### src/rtl/vec_issue_sb.sv
module vec_issue_sb #(
  parameter int NREG  = 8,
  parameter int NUNIT = 6,
  parameter int MAXVL = 64,
  localparam int RW   = $clog2(NREG),
  localparam int UW   = $clog2(NUNIT),
  localparam int VLW  = $clog2(MAXVL + 1),
  localparam int CW   = $clog2(MAXVL + 15),
  localparam int UPAD = 1 << UW
) (
  input  logic             clk,
  input  logic             rst_n,
  input  logic             in_valid,
  input  logic [UW-1:0]    in_unit,
  input  logic [RW-1:0]    in_dst,
  input  logic [RW-1:0]    in_src_a,
  input  logic [RW-1:0]    in_src_b,
  input  logic             in_use_b,
  input  logic [VLW-1:0]   in_vl,
  output logic             in_ready,
  output logic             issue,
  output logic [NREG-1:0]  reg_busy,
  output logic [NUNIT-1:0] unit_busy
);

  function automatic logic [4:0] lat_of(input logic [UW-1:0] u);
    case (u)
      0:       return 5'd3;
      1:       return 5'd4;
      2:       return 5'd2;
      3:       return 5'd6;
      4:       return 5'd7;
      5:       return 5'd14;
      default: return 5'd0;
    endcase
  endfunction

  logic [VLW-1:0]  vl_eff;
  logic [CW-1:0]   load;
  logic [UPAD-1:0] ubx;
  logic [NREG-1:0] win;
  logic            unit_ok, a_ok, b_ok;

  assign vl_eff  = (in_vl > VLW'(MAXVL)) ? VLW'(MAXVL) : in_vl;
  assign load    = CW'(lat_of(in_unit)) + CW'(vl_eff) - CW'(1);
  assign ubx     = UPAD'(unit_busy);
  assign unit_ok = (in_unit < UW'(NUNIT)) && !ubx[in_unit];
  assign a_ok    = !reg_busy[in_src_a] || win[in_src_a];
  assign b_ok    = !in_use_b || !reg_busy[in_src_b] || win[in_src_b];
  assign in_ready = unit_ok && !reg_busy[in_dst] && a_ok && b_ok;
  assign issue    = in_valid && in_ready;

  for (genvar r = 0; r < NREG; r++) begin : g_reg
    logic [CW-1:0]  cnt, nxt;
    logic [VLW-1:0] cp;
    logic           is_dst, hit_d, hit_s;

    assign hit_d = issue && (in_dst == RW'(r));
    assign hit_s = issue && ((in_src_a == RW'(r)) || (in_use_b && in_src_b == RW'(r)));
    assign nxt   = (cnt == '0) ? '0 : cnt - CW'(1);

    always_ff @(posedge clk) begin
      if (!rst_n) begin
        cnt    <= '0;
        cp     <= '0;
        is_dst <= 1'b0;
      end else if (hit_d) begin
        cnt    <= load;
        cp     <= vl_eff;
        is_dst <= 1'b1;
      end else if (hit_s) begin
        cnt    <= (load > nxt) ? load : nxt;
        is_dst <= 1'b0;
      end else begin
        cnt    <= nxt;
      end
    end

    assign reg_busy[r] = (cnt != '0);
    assign win[r]      = is_dst && (cp != '0) && (cnt == CW'(cp));
  end

  for (genvar u = 0; u < NUNIT; u++) begin : g_unit
    logic [CW-1:0] cnt;

    always_ff @(posedge clk) begin
      if (!rst_n)
        cnt <= '0;
      else if (issue && in_unit == UW'(u))
        cnt <= load;
      else if (cnt != '0)
        cnt <= cnt - CW'(1);
    end

    assign unit_busy[u] = (cnt != '0);
  end

  p_reserve_r2: assert property (@(posedge clk) disable iff (!rst_n)
    issue |=> ubx[$past(in_unit)] && reg_busy[$past(in_dst)]);

  p_src_hold_r2: assert property (@(posedge clk) disable iff (!rst_n)
    issue |=> reg_busy[$past(in_src_a)]);

  p_dst_block_r4: assert property (@(posedge clk) disable iff (!rst_n)
    reg_busy[in_dst] |-> !issue);

  p_unit_block_r5: assert property (@(posedge clk) disable iff (!rst_n)
    (in_unit < UW'(NUNIT)) && ubx[in_unit] |-> !issue);

  p_bad_unit_r10: assert property (@(posedge clk) disable iff (!rst_n)
    (in_unit >= UW'(NUNIT)) |-> !in_ready);

  p_idle_r1: assert property (@(posedge clk) disable iff (!rst_n)
    !in_valid && unit_busy == '0 |=> unit_busy == '0);

endmodule

### config.mk
export PLATFORM = sky130hd
export DESIGN_NAME = vec_issue_sb
export DESIGN_NICKNAME = d
export VERILOG_FILES = /design/src/rtl/vec_issue_sb.sv
export SDC_FILE = /design/constraint.sdc
export NUM_CORES = 1
export LEC_CHECK = 0
export ABC_AREA = 1
export BUFFER_PORTS_ARGS = -buffer_cell sky130_fd_sc_hd__buf_2
export CAP_MARGIN = 20
export CORE_MARGIN = 3
export CORE_UTILIZATION = 41
export CTS_CLUSTER_DIAMETER = 30
export DETAILED_ROUTE_END_ITERATION = 10
export PLACE_DENSITY = 0.56
export SKIP_CTS_REPAIR_TIMING = 1
export SYNTH_ARGS = -nofsm -noshare
export SYNTH_HDL_FRONTEND = slang
export SYNTH_SLANG_ARGS = --single-unit
export TNS_END_PERCENT = 50
### constraint.sdc
create_clock -name clk -period 7.6 [get_ports clk]
set_input_delay 0.76 -clock clk [delete_from_list [all_inputs] [get_ports clk]]
set_output_delay 0.76 -clock clk [all_outputs]
set_load 0.01 [all_outputs]
# After elaboration in Yosys (flattened, before gate mapping)

Index checks and enable logic that the tools add are counted.
Widths: inputs -> output; s select.

Register bits: 162
Output and inout port bits: 16
Word-level logic and storage cells: 283

Add/subtract/negate cells: 16
$lt $le $gt $ge: 14
Eq/ne operators: 34
Muxes and demuxes: 74
Reduce and logical (&&, ||, !) cells: 115

Operator list:

| operator            | count |
|---|---|
| $mux 7              | 45 |
| $reduce_bool 7->1   | 22 |
| $sub 7x1->7 const B | 15 |
| $eq 7x7->1          | 8 |
| $gt 7x7->1          | 8 |
| $logic_not 7->1     | 8 |
| $logic_and 1x1->1   | 51 |
| $eq 3x3->1 const B  | 14 |
| $reduce_bool 2->1   | 14 |
| $eq 3x2->1 const B  | 8 |
| $pmux 4 s6          | 1 |
| $mux 1              | 22 |
| $bmux 1 s3          | 6 |
| $lt 3x4->1 const B  | 4 |
| $eq 3x1->1 const B  | 4 |
| $logic_not 3->1     | 4 |
| $logic_or 1x1->1    | 11 |
| $add 5x7->7         | 1 |
| $gt 7x7->1 const B  | 1 |
| $logic_not 1->1     | 5 |
| $lt 3x3->1 const B  | 1 |

# Logic depth before layout (Yosys ltp)

Depth in word-level cells: 12
Depth in mapped cells: 26
Mapped depth without buffers: 25

# Worst setup path after synthesis

Ideal clock, no wire load.

Path type: input -> register
From: input port in_vl[6]
To: register g_reg[1].cnt[5]
Arrival: 4.488 ns
Slack: 2.999 ns
Stages on the path: 24
Path through: buf_1 nor2_1 inv_1 ha_1 inv_1 ha_1 a21oi_1 nand2_1 a21oi_1 nor2_1 nor2_1 xnor2_1 clkbuf_1 ha_1 nand2_1 nor2_1 nand2_1 o211ai_1 a21boi_0 nand3_4 nand2_1 nand2_1 nand2_1 nor2_1

Cells in the longest elaborated chain, start to end: 8

RTL lines:

| item                   | line | source |
|---|---|---|
| start: declaration     | 19   | `input logic [VLW-1:0] in_vl,` |
| $gt 7x7->1             | 44   | `assign vl_eff = (in_vl > VLW'(MAXVL)) ? VLW'(MAXVL) : in_vl;` |
| $mux 7 (*)             | 44   |  |
| $add 5x7->7 (*)        | 45   | `assign load = CW'(lat_of(in_unit)) + CW'(vl_eff) - CW'(1);` |
| $sub 7x1->7 (*)        | 45   |  |
| $gt 7x7->1             | 72   | `cnt <= (load > nxt) ? load : nxt;` |
| $mux 7                 | 72   |  |
| $mux 7                 | 71   | `end else if (hit_s) begin` |
| $mux 7 (*)             | 67   | `end else if (hit_d) begin` |
| end signal: assignment | 68   | `cnt <= load;` |
| end signal: assignment | 72   |  |
| end signal: assignment | 75   | `cnt <= nxt;` |
| end: declaration       | 54   | `logic [CW-1:0] cnt, nxt;` |

Every way passes the cells marked *; elsewhere a longest branch is shown, timed or not.
A chain may end at the register's enable or synchronous reset.

# Worst setup path in the final report

From: input port in_vl[6]
To: register g_reg[1].cnt[4]

Same word-level chain as after synthesis.

==> flow_summary_export.csv <==
group,metric,value,unit
power,leakage,0.006177,uW
floorplanning,die_h,174.0,microns
cells_and_area,multi_input_area,7173,sq um
cells_and_area,antennaDiodeCount,0,
global_routing,grt_pass1_vias,10920,
timing,hold_viol,0,
timing,setup_viol,0,
logic_synthesis,synth_fa_ha_area_share,7.963,%
logic_synthesis,synth_xor_area_share,2.423,%
worst_setup_path,critPathBufInv,5,
logic_synthesis,synth_top_family_by_area,"simple AND/OR/NAND/NOR gates",
cells_and_area,layout_common_cells,"nand2_1, nor2_1, inv_1",
floorplanning,dieWidth,174.0,microns
timing,hold-worst-slack,0.4635,ns
placed_design,dp_slack,1.951,ns
logic_synthesis,synthFlopType,"dfxtp_1",
worst_setup_path,critPathKind,"primary input to flop",
worst_setup_path,setup.worst_path.end_class,"flop",
timing,skew,0.01739,ns
worst_setup_path,r2r-end,"g_reg[0].cp[2]",
worst_setup_path,r2r_start,"g_reg[5].cnt[0]",
logic_synthesis,synth.area.mux_share,0.1731,%
logic_synthesis,synth.avg_cell_area,6.122,sq um
floorplanning,start_util,42.32,%
global_routing,grt_pass1_wl,57.70,mm
worst_setup_path,slowest_stage,"nor2_1",
drt,wire_per_inst,15.91,microns
global_routing,grt_usage,24.03,%
cells_and_area,fill_cells,2926,
hold_path,worstHoldPathType,"flop to flop",
drt,postRouteWirelength,36.55,mm
cells_and_area,regArea,3243,sq um
logic_synthesis,synth-compound-area-share,11.14,%
cells_and_area,area_growth,9.597,%
global_routing,antenna_found_initial,0,
timing,tns,0,ns
worst_setup_path,crit_start,"in_vl[6]",
drt,vias_per_cell,5.156,
worst_setup_path,cp_max_fo,14,
power,power.density,426.2,nW/um^2
timing,finalCritPeriodShare,68.21,%
drt,drt-initial-drc-count,863,
timing,drv_slew,0,
cells_and_area,nets,2008,
clock_tree,cts_max_path_buffers,2,
worst_setup_path,cp-endpoint,"g_reg[1].cnt[4]",
worst_setup_path,arrival,5.53,ns
placed_design,routabilityCongestion,0.9119,
worst_setup_path,cp.depth,23,
logic_synthesis,syn-cell-area,11560,sq um
logic_synthesis,postSynth.asyncResetShare,0,%
worst_setup_path,worst-r2r-cell-count,19,
worst_setup_path,start_kind,"primary input",
floorplanning,core_area,27330,sq um
logic_synthesis,synth_edf_count,0,
clock_tree,clock_latency,0.46,ns
clock_tree,clockRootBuffer,"clkbuf_16",
timing,worst_pin_slew,0.8437,ns
timing,relSlewSlack,43.55,%
drt,firstDrtPassIters,6,
logic_synthesis,syn_nets,1985,
placed_design,portBuffers,38,
global_routing,grt_max_degree,61,
floorplanning,io_pins,39,
power,ir_drop,0.0002205,V
drt,dr_total_vias,11840,
cells_and_area,final_common_cell,"nand2_1",
worst_setup_path,crit_chain,"buf_2 -> nor2_1 -> inv_1 -> ha_1 -> inv_1 -> ha_1 -> nand3_1 -> nand2_1 -> nand2_1 -> nand2_1 -> inv_1 -> buf_4 -> ha_1 -> nand2_1 -> nor2_1 -> nand2_1 -> o211ai_1 -> a21boi_0 -> nand3_4 -> nand2_1 -> nand2_1 -> nand2_1 -> nor2_1",
timing,finalWorstSetupSlack,2.416,ns
worst_setup_path,regToRegSetupSlack,3.15,ns
clock_tree,cts_buffers,17,
logic_synthesis,ys_ff_latch,162,
floorplanning,rows,60,
flow_run,drv_cap,0,
logic_synthesis,ys_seq_area_share,28.04,%
worst_setup_path,path_common_cell,"nand2_1",
logic_synthesis,synth_cell_types,43,
clock_tree,numClockSinks,162,
drt,drc,0,
worst_setup_path,cp_slowest_stage_delay,0.70,ns
clock_tree,clk_pin_slew,0.07,ns
clock_tree,htreeDepth,4,
cells_and_area,layout-drive-gt1-share,7.065,%
placed_design,hpwl,26.93,mm
worst_setup_path,cpLargestDelayFamily,"simple AND/OR/NAND/NOR gates",
floorplanning,fp.dieArea,30260,sq um
logic_synthesis,yosys_warnings,0,
worst_setup_path,critPathRequiredTime,7.95,ns
logic_synthesis,synthSimpleGateAreaFrac,40.13,%
status,status,"finished clean",
timing,rsz0062_at_grt,"false",
timing,fmax,0.1929,GHz
drt,ant_nets,0,
clock_tree,cts_tree,"done",
global_routing,overflow,0,
timing,period_needed,5.184,ns
logic_synthesis,synth_cells,1889,
-- synthesized netlist by cell type (17+ instances only) --
master    count  area share (%)
dfxtp_1     162              28
nor3_1       19            0.82
nand4_1      23             1.2
inv_1       245             8.0
nor2_1      388              13
ha_1         72             7.8
o21ai_0      92             4.0
xor2_1       19             1.4
nand2_1     461              15
a21oi_1      98             4.2
nand3_1     145             6.3
clkbuf_1     17            0.55
-- how the worst min path moves through the flow --
| stage | from | to | slack, ns | cells past startpoint |
|---|---|---|---|---|
| 2_1_floorplan | g_reg[1].is_dst | g_reg[1].is_dst | 0.44 | 2 |
| 3_3_place_gp | g_reg[6].is_dst | g_reg[6].is_dst | 0.45 | 2 |
| 3_5_place_dp | g_reg[6].is_dst | g_reg[6].is_dst | 0.46 | 2 |
| 4_1_cts | g_reg[6].is_dst | g_reg[6].is_dst | 0.47 | 2 |
| 5_1_grt | g_reg[6].is_dst | g_reg[6].is_dst | 0.48 | 2 |
| 6_report | g_reg[5].is_dst | g_reg[5].is_dst | 0.46 | 2 |
-- sequential cells by signal (all words and copies together), names as in the netlist --
name        flops
g_unit.cnt     42
g.cp           56
g.is_dst        8
g.cnt          56
-- worst min-delay path: stages (launching register included) --
cell and delay [ns]:
dfxtp_1 0.31, nand2_1 0.06, a21oi_1 0.05
-- report_power, final --
part | switching, uW | leakage [uW] | total [uW] | internal [uW]
clock network | 415 | 0.000284 | 911 | 495
registers | 200 | 0.00133 | 1270 | 1070
logic | 2030 | 0.00457 | 3220 | 1190
total | 2640 | 0.00618 | 5400 | 2760
-- cells by family after synthesis --
logic type	after synthesis
AO/OA/AOI/OAI	236
buffers and inverters	292
flip-flops	162
XOR/XNOR	32
adder cells (fa/ha/maj)	73
multiplexers	2
AND/OR/NAND/NOR	1092
-- per-stage QoR --
| stage | total power (uW) | utilization [%] | cell area (sq um) | cells |
|---|---|---|---|---|
| 2_1_floorplan | 3694 | - | 11560 | 1889 |
| 3_3_place_gp | 4445 | 44.21 | 12080 | 2265 |
| 3_5_place_dp | 4490 | 44.21 | 12080 | 2265 |
| 4_1_cts | 5414 | 46.38 | 12670 | 2297 |
| 5_1_grt | 5977 | 46.38 | 12670 | 2297 |
| 6_report | 5401 | 46.38 | 12670 | 2297 |
-- layout make-up --
cell class,count,share of cell area [%]
Multi-Input combinational cell,1435,56.59
Sequential cell,162,25.59
Inverter,248,7.344
Tap cell,372,3.672
Clock buffer,18,3.386
Timing Repair Buffer,48,2.113
Clock inverter,14,1.303
-- layer usage --
metal  up-vias  wire length, microns  track usage, %
li1       6048                     -               -
met1      5437                 16660           31.56
met2       300                 16990           40.28
met3        58                  1963           4.041
met4         0                   933           7.674
met5         -                     0               0
(Power assumes the default switching activity.)
